===== src/rtl/cs_pkg.sv =====
package cs_pkg;
   typedef enum logic [1:0] {
      PH_Q1 = 2'd0,
      PH_Q2 = 2'd1,
      PH_Q3 = 2'd2,
      PH_Q4 = 2'd3
   } phase_e;

   typedef enum logic [1:0] {
      OP_NONE    = 2'd0,
      OP_INVERT  = 2'd1,
      OP_CMPSKIP = 2'd2
   } op_e;

   localparam logic [5:0] OPC_INVERT  = 6'b000111;
   localparam logic [6:0] OPC_CMPSKIP = 7'b0110001;
endpackage


===== src/rtl/cs_phase_seq.sv =====
module cs_phase_seq
   import cs_pkg::*;
(
   input  logic   clk,
   input  logic   rst_n,
   output phase_e phase_o
);
   logic [1:0] cnt_q;

   always_ff @(posedge clk or negedge rst_n) begin
      if (!rst_n) cnt_q <= 2'd0;
      else        cnt_q <= cnt_q + 2'd1;
   end

   assign phase_o = phase_e'(cnt_q);
endmodule


===== src/rtl/cs_decode.sv =====
module cs_decode
   import cs_pkg::*;
#(
   parameter int INSTR_W = 16,
   parameter int FILE_W  = 8
) (
   input  logic [INSTR_W-1:0] instr_i,
   output op_e                op_o,
   output logic               to_file_o,
   output logic               banked_o,
   output logic [FILE_W-1:0]  faddr_o
);
   localparam int DEST_BIT = FILE_W + 1;
   localparam int BANK_BIT = FILE_W;

   always_comb begin
      if (instr_i[INSTR_W-1 -: 6] == OPC_INVERT)
         op_o = OP_INVERT;
      else if (instr_i[INSTR_W-1 -: 7] == OPC_CMPSKIP)
         op_o = OP_CMPSKIP;
      else
         op_o = OP_NONE;
   end

   assign to_file_o = instr_i[DEST_BIT];
   assign banked_o  = instr_i[BANK_BIT];
   assign faddr_o   = instr_i[FILE_W-1:0];
endmodule


===== src/rtl/cs_bank_addr.sv =====
module cs_bank_addr #(
   parameter int FILE_W       = 8,
   parameter int BANK_W       = 4,
   parameter bit SPLIT_ACCESS = 1'b1,
   localparam int ADDR_W      = BANK_W + FILE_W
) (
   input  logic              banked_i,
   input  logic [BANK_W-1:0] bsr_i,
   input  logic [FILE_W-1:0] faddr_i,
   output logic [ADDR_W-1:0] addr_o
);
   logic [BANK_W-1:0] access_bank;

   generate
      if (SPLIT_ACCESS) begin : g_split
         assign access_bank = faddr_i[FILE_W-1] ? {BANK_W{1'b1}} : {BANK_W{1'b0}};
      end else begin : g_low_only
         assign access_bank = {BANK_W{1'b0}};
      end
   endgenerate

   assign addr_o = {(banked_i ? bsr_i : access_bank), faddr_i};
endmodule


===== src/rtl/cs_regop_unit.sv =====
module cs_regop_unit
   import cs_pkg::*;
#(
   parameter int INSTR_W      = 16,
   parameter int DATA_W       = 8,
   parameter int FILE_W       = 8,
   parameter int BANK_W       = 4,
   parameter bit SPLIT_ACCESS = 1'b1,
   localparam int ADDR_W      = BANK_W + FILE_W
) (
   input  logic              clk,
   input  logic              rst_n,
   input  logic [INSTR_W-1:0] instr_i,
   input  logic [BANK_W-1:0] bsr_i,
   input  logic              next_two_word_i,
   output logic [ADDR_W-1:0] mem_addr_o,
   input  logic [DATA_W-1:0] mem_rdata_i,
   output logic              mem_we_o,
   output logic [DATA_W-1:0] mem_wdata_o,
   output logic [DATA_W-1:0] w_o,
   output logic              flag_n_o,
   output logic              flag_z_o,
   output logic [1:0]        squash_o,
   output logic [1:0]        phase_o
);
   generate
      if (INSTR_W != 16) begin : g_bad_instr_w
         $error("cs_regop_unit: INSTR_W must be 16");
      end
      if (FILE_W != 8) begin : g_bad_file_w
         $error("cs_regop_unit: FILE_W must be 8");
      end
      if (DATA_W < 2) begin : g_bad_data_w
         $error("cs_regop_unit: DATA_W must be at least 2");
      end
      if (BANK_W < 1) begin : g_bad_bank_w
         $error("cs_regop_unit: BANK_W must be at least 1");
      end
   endgenerate

   phase_e              phase;
   op_e                 dec_op;
   logic                dec_to_file;
   logic                dec_banked;
   logic [FILE_W-1:0]   dec_faddr;

   op_e                 op_q;
   logic                to_file_q;
   logic                banked_q;
   logic [FILE_W-1:0]   faddr_q;
   logic [BANK_W-1:0]   bank_q;
   logic [DATA_W-1:0]   data_q;
   logic [DATA_W-1:0]   res_q;
   logic                eq_q;
   logic [DATA_W-1:0]   w_q;
   logic                n_q;
   logic                z_q;
   logic [DATA_W-1:0]   diff;

   cs_phase_seq u_seq (
      .clk     (clk),
      .rst_n   (rst_n),
      .phase_o (phase)
   );

   cs_decode #(
      .INSTR_W (INSTR_W),
      .FILE_W  (FILE_W)
   ) u_dec (
      .instr_i   (instr_i),
      .op_o      (dec_op),
      .to_file_o (dec_to_file),
      .banked_o  (dec_banked),
      .faddr_o   (dec_faddr)
   );

   cs_bank_addr #(
      .FILE_W       (FILE_W),
      .BANK_W       (BANK_W),
      .SPLIT_ACCESS (SPLIT_ACCESS)
   ) u_addr (
      .banked_i (banked_q),
      .bsr_i    (bank_q),
      .faddr_i  (faddr_q),
      .addr_o   (mem_addr_o)
   );

   assign diff = data_q - w_q;

   always_ff @(posedge clk or negedge rst_n) begin
      if (!rst_n) begin
         op_q      <= OP_NONE;
         to_file_q <= 1'b0;
         banked_q  <= 1'b0;
         faddr_q   <= '0;
         bank_q    <= '0;
         data_q    <= '0;
         res_q     <= '0;
         eq_q      <= 1'b0;
         w_q       <= '0;
         n_q       <= 1'b0;
         z_q       <= 1'b0;
      end else begin
         case (phase)
            PH_Q1: begin
               op_q      <= dec_op;
               to_file_q <= dec_to_file;
               banked_q  <= dec_banked;
               faddr_q   <= dec_faddr;
               bank_q    <= bsr_i;
            end
            PH_Q2: data_q <= mem_rdata_i;
            PH_Q3: begin
               res_q <= ~data_q;
               eq_q  <= (diff == '0);
            end
            PH_Q4: begin
               if (op_q == OP_INVERT) begin
                  n_q <= res_q[DATA_W-1];
                  z_q <= (res_q == '0);
                  if (!to_file_q) w_q <= res_q;
               end
            end
            default: ;
         endcase
      end
   end

   assign mem_we_o    = (phase == PH_Q4) && (op_q == OP_INVERT) && to_file_q;
   assign mem_wdata_o = res_q;
   assign squash_o    = ((phase == PH_Q4) && (op_q == OP_CMPSKIP) && eq_q)
                        ? (next_two_word_i ? 2'd2 : 2'd1) : 2'd0;
   assign w_o         = w_q;
   assign flag_n_o    = n_q;
   assign flag_z_o    = z_q;
   assign phase_o     = phase;
endmodule


===== config.mk =====
export PLATFORM = sky130hd
export DESIGN_NAME = cs_regop_unit
export DESIGN_NICKNAME = d
export VERILOG_FILES = /design/src/rtl/cs_pkg.sv /design/src/rtl/cs_phase_seq.sv /design/src/rtl/cs_decode.sv /design/src/rtl/cs_bank_addr.sv /design/src/rtl/cs_regop_unit.sv
export SDC_FILE = /design/constraint.sdc
export NUM_CORES = 1
export LEC_CHECK = 0
export BUFFER_PORTS_ARGS = -buffer_cell sky130_fd_sc_hd__buf_2
export CORE_AREA = 4 4 70 72
export DETAILED_ROUTE_END_ITERATION = 16
export DIE_AREA = 0 0 74 76
export PLACE_DENSITY = 0.82
export SETUP_SLACK_MARGIN = 0.02
export SYNTH_ARGS = -nofsm -noshare
export SYNTH_HDL_FRONTEND = slang
export SYNTH_SLANG_ARGS = --single-unit
export TNS_END_PERCENT = 20

===== constraint.sdc =====
create_clock -name clk -period 2.45 [get_ports clk]
set_clock_uncertainty 0.2 [all_clocks]
set_input_delay 0.1225 -clock clk [delete_from_list [all_inputs] [get_ports clk]]
set_output_delay 0.1225 -clock clk [all_outputs]
set_load 0.02 [all_outputs]

## Word-level counts from Yosys, hierarchy flattened

Index checks and enable logic that the tools add are counted.
Widths: inputs -> output; s select.

- Eq/ne operators: 7
- Add/subtract/negate cells: 2
- Bitwise gates (word level): 2
- Reduce and logical (&&, ||, !) cells: 9
- Muxes and demuxes: 6

Operators by type and width:

| kind | number |
|---|---|
| $logic_not 8->1 | 2 |
| $mux 2 | 4 |
| $mux 4 | 2 |
| $not 8->8 | 1 |
| $sub 8x8->8 | 1 |
| $eq 7x6->1 const B | 1 |
| $eq 2x2->1 const B | 3 |
| $eq 6x3->1 const B | 1 |
| $eq 2x1->1 const B | 2 |
| $logic_and 1x1->1 | 4 |
| $reduce_and 3->1 | 1 |
| $add 2x1->2 const B | 1 |
| $logic_not 2->1 | 1 |
| $reduce_and 2->1 | 1 |
| $not 1->1 | 1 |

- Logic and storage cells: 38
- Bits in registers: 45
- Output and inout bits: 35
- Bits of input ports: 31

## Depth between registers and ports, before layout

- Word-level depth: 4
- Mapped depth: 7
- Gate-level depth less buffers: 7

## By module

A second synthesis with hierarchy kept.

- Cells, all modules: 198
- Area, all modules: 2234.6 um^2

Modules (own cells, without submodules):

| module | cells each | area each (um^2) | sequential area each (um^2) | instances |
|---|---|---|---|---|
| cs_regop_unit | 167 | 1953.1 | 1076.0 | 1 |
| cs_decode | 15 | 113.9 | 0.0 | 1 |
| cs_bank_addr | 12 | 105.1 | 0.0 | 1 |
| cs_phase_seq | 4 | 62.6 | 50.0 | 1 |

## Worst setup path before layout

Ideal clock, no wire load.

- Path kind: register to register
- From: reg w_q[2] (netlist: w_o[2])
- To: reg eq_q
- Arrival time: 1.773 ns
- Path buffers: 0
- Path slack: 0.374 ns
- Period minus slack after synthesis: 2.076 ns
- Data required time: 2.146 ns
- Library setup time: 0.104 ns
- Cell stages (with the launch flop): 7
- Path through: dfrtp_1 inv_1 ha_1 o2111a_1 o31a_1 o41a_1 o41ai_2

- Longest elaborated chain between the ends: 2

Ends and longest elaborated chain:

| what | line | text |
|---|---|---|
| from (decl) | cs_regop_unit.sv:55 | `logic [DATA_W-1:0] w_q;` |
| from (signal assigned) | cs_regop_unit.sv:121 | `if (!to_file_q) w_q <= res_q;` |
| $sub 8x8->8 | cs_regop_unit.sv:88 | `assign diff = data_q - w_q;` |
| $logic_not 8->1 | cs_regop_unit.sv:115 | `eq_q <= (diff == '0);` |
| to (signal assigned) | cs_regop_unit.sv:115 |  |
| to (decl) | cs_regop_unit.sv:54 | `logic eq_q;` |

No other way between the ends.
A chain may end at the register's enable or synchronous reset.

## Worst setup path in the final report

- From: reg u_seq.cnt_q[0] (netlist: u_seq.phase_o[0])
- To: reg op_q[1]

- Longest elaborated chain between the ends: 1

Ends and longest elaborated chain:

| what | line | text |
|---|---|---|
| from (decl) | cs_phase_seq.sv:8 | `logic [1:0] cnt_q;` |
| from (signal assigned) | cs_phase_seq.sv:12 | `else cnt_q <= cnt_q + 2'd1;` |
| $logic_not 2->1 | cs_regop_unit.sv:104 | `case (phase)` |
| to (signal assigned) | cs_regop_unit.sv:106 | `op_q <= dec_op;` |
| to (decl) | cs_regop_unit.sv:47 | `op_e op_q;` |

No other way between the ends.

==> impl_metrics.py <==
metrics = {
    "routing": {
        "dr.pass1.iters": 4,
        "highest_layer": "met4",
        "drtIter0Drc": 67,
        "met1_length_um": 1980,
        "wl_met3_um": 274,
        "final_antenna_net_count": 0,
        "viasPerCell": 5.14,
        "drc": 0,
        "vias": 1710,
        "wl_met2_um": 2500,
        "wl_um": 4870,
        "post_drt_wl_per_cell_um": 14.6,
    },
    "synthesis": {
        "synth_cells": 181,
        "ys_seq_elements": 45,
        "syn_nets": 223,
        "ys_types": 32,
        "yosys_warnings": 0,
        "synth_area_um2": 2080,
        "syn_avg_cell_area_um2": 11.5,
        "seq_area_frac_synth_pct": 54.2,
    },
    "place": {
        "place_congestion": 0.789,
        "placedCellCount": 296,
        "io_buffers": 65,
        "hpwl_um": 3380,
    },
    "sta": {
        "final_hold_viol_count": 0,
        "rsz0062_at_grt": "false",
        "tns_ns": 0,
        "period_minus_slack_ns": 2.18,
        "slew_headroom_pct": 34.8,
        "report.final.slew_viol_count": 0,
        "worstMarginPinSlew_ns": 0.978,
        "fin_crit_sh_pct": 88.9,
        "setup_viol": 0,
        "fmax_ghz": 0.459,
    },
    "critical_path": {
        "worstPathCellList": "inv_1 > ha_2 > buf_4 > nand3_1 > dlygate4sd3_1 > o22ai_1",
        "start_kind": "flip-flop",
        "worstPathRequired_ns": 2.47,
        "cp_slowest_cell": "dlygate4sd3_1",
        "crit_arrival_ns": 2.20,
        "crit_type": "flip-flop to flip-flop",
        "slowest_delay_ns": 0.56,
        "cp-end-kind": "flip-flop",
        "cp_num_buf_inv": 3,
        "cp_max_fo": 14,
        "critical_path.top_delay_family": "buffers and inverters",
    },
    "floorplan": {
        "die_h_um": 76,
        "die_area_um2": 5620,
        "placementRows": 24,
        "die-width_um": 74,
        "io_pins": 66,
        "initial_core_util_pct": 48.4,
        "fp.coreArea_um2": 4290,
    },
    "cells_and_area": {
        "drive_gt1_share_pct": 36.3,
        "diodes": 0,
        "nets": 322,
        "area_growth_pct": 38.7,
        "final_cell_mix": "65 x buf_2, 45 x dfrtp_1, 29 x dlygate4sd3_1, 23 x mux2_2, 21 x inv_1",
        "final_common_cell": "buf_2",
        "stdcell_count": 333,
    },
    "global_route": {
        "grtUsageTotal_pct": 18.6,
        "grt_first_pass_wirelength_um": 8150,
        "grt_overflow": 0,
        "grt_pass1_vias": 1790,
        "antenna_found_initial": 0,
        "grt_max_degree": 46,
    },
    "clock_tree": {
        "clock-sinks": 45,
        "numCtsBuffers": 5,
        "cts_tree": "done",
        "clk_pin_slew_worst_paths_ns": 0.09,
        "cts_root_buffer": "clkbuf_8",
        "clock_path_buffers": 2,
        "cts.htree.levels": 2,
        "clock_latency_ns": 0.30,
    },
    "job": {
        "cap_violations": 0,
    },
    "pwr": {
        "irDropWorstVdd_uv": 389,
        "p_leak_nw": 1.41,
        "p_per_area_nw_per_um2": 555,
    },
    "run_status": {
        "status": "finished clean",
    },
    "worst_hold_path": {
        "hold_class": "flip-flop to flip-flop",
    },
}
synthesized netlist by cell type, drive strengths merged:
master,number,area share (%)
dfrtp,45,54
mux2,23,12
inv,21,3.8
nand2,20,3.6
o21ai,14,3.4
ha,11,6.6
mux2i,7,3.4
nor2,7,1.3
buf,3,0.66
nand3,3,0.72
nand4,3,0.90
clkbuf,2,0.36
nand2b,2,0.60
nor2b,2,0.96
nor4,2,0.60
xnor2,2,0.84
a21o,1,0.36
a21oi,1,0.24
a31oi,1,0.30
nor3,1,0.24
nor4b,1,0.42
o2111a,1,0.54
o211ai,1,0.36
o21bai,1,0.36
o22ai,1,0.30
o31a,1,0.42
o41a,1,0.54
o41ai,1,0.78
or2b,1,0.36
xor2,1,0.42
state kept, by name, indices dropped and copies added, names as in the netlist:
name / flops
data_q: 8
faddr_q: 8
mem_wdata_o: 8
w_o: 8
bank_q: 4
op_q: 2
u_seq.phase_o: 2
banked_q: 1
eq_q: 1
flag_n_o: 1
flag_z_o: 1
to_file_q: 1
through the flow:
step	util, %	setup slack (ns)	hold WS, ns	area, um2	total power (W)
finish	67.1	0.272	0.297	2880	0.00160
global route	67.1	0.156	0.317	2880	0.00166
CTS	67.1	0.0824	0.300	2880	0.00161
detailed placement	57.5	0.400	0.141	2470	0.000997
global placement	57.5	0.490	0.145	2470	0.000989
floorplan	-	0.374	-0.373	2080	0.000912
logic make-up (layout without fill, tap and decap cells):
family          after synthesis  after routing  synth area share, %
compound gates               24             24                 7.59
xor+xnor                      3              3                 1.26
simple gates                 42             42                 9.69
buf+inv                      26            126                 4.82
fa+ha+maj                    11             11                 6.62
flops                        45             45                 54.2
mux                          30             30                 15.8
where the power goes:
group / total (W) / switching [W] / leakage (nW) / internal [W]
registers: 0.000797 / 0.0000236 / 0.553 / 0.000773
logic: 0.000217 / 0.000111 / 0.795 / 0.000106
clock network: 0.000584 / 0.000253 / 0.0574 / 0.000332
path summary, 6_finish.rpt:
path | slack, ns | end | from | cells past startpoint
max | 0.27 | op_q[1] | u_seq.phase_o[0] | 6
min | 0.30 | mem_wdata_o[3] | data_q[3] | 1
max reg2reg | 0.27 | op_q[1] | u_seq.phase_o[0] | 6
min reg2reg | 0.30 | mem_wdata_o[3] | data_q[3] | 1
max in group asynchronous | 1.12 | faddr_q[7] | rst_n | 2
min in group asynchronous | 0.32 | w_o[4] | rst_n | 2
routing by layer:
layer	global-route usage (%)	vias up
met5	0	-
met4	6.70	0
met3	5.28	11
met2	31.0	46
met1	22.4	840
li1	-	813
layout make-up:
class / instances / area, um2
flip-flops and latches: 45 / 1130
inverters: 21 / 78.8
well taps: 52 / 65.1
fillers: 337 / 1410
repair buffers: 97 / 638
multi-input cells: 110 / 855
clock buffers: 6 / 82.6
clock inverters: 2 / 37.5
repair_timing:
item                                    CTS  global route
hold endpoints to repair                 69             0
gates resized for setup                   0             1
endpoints found under the setup margin    0             2
hold buffers                             29             0
setup buffers                             0             0
Note: power is estimated with default switching activity, not from simulation.
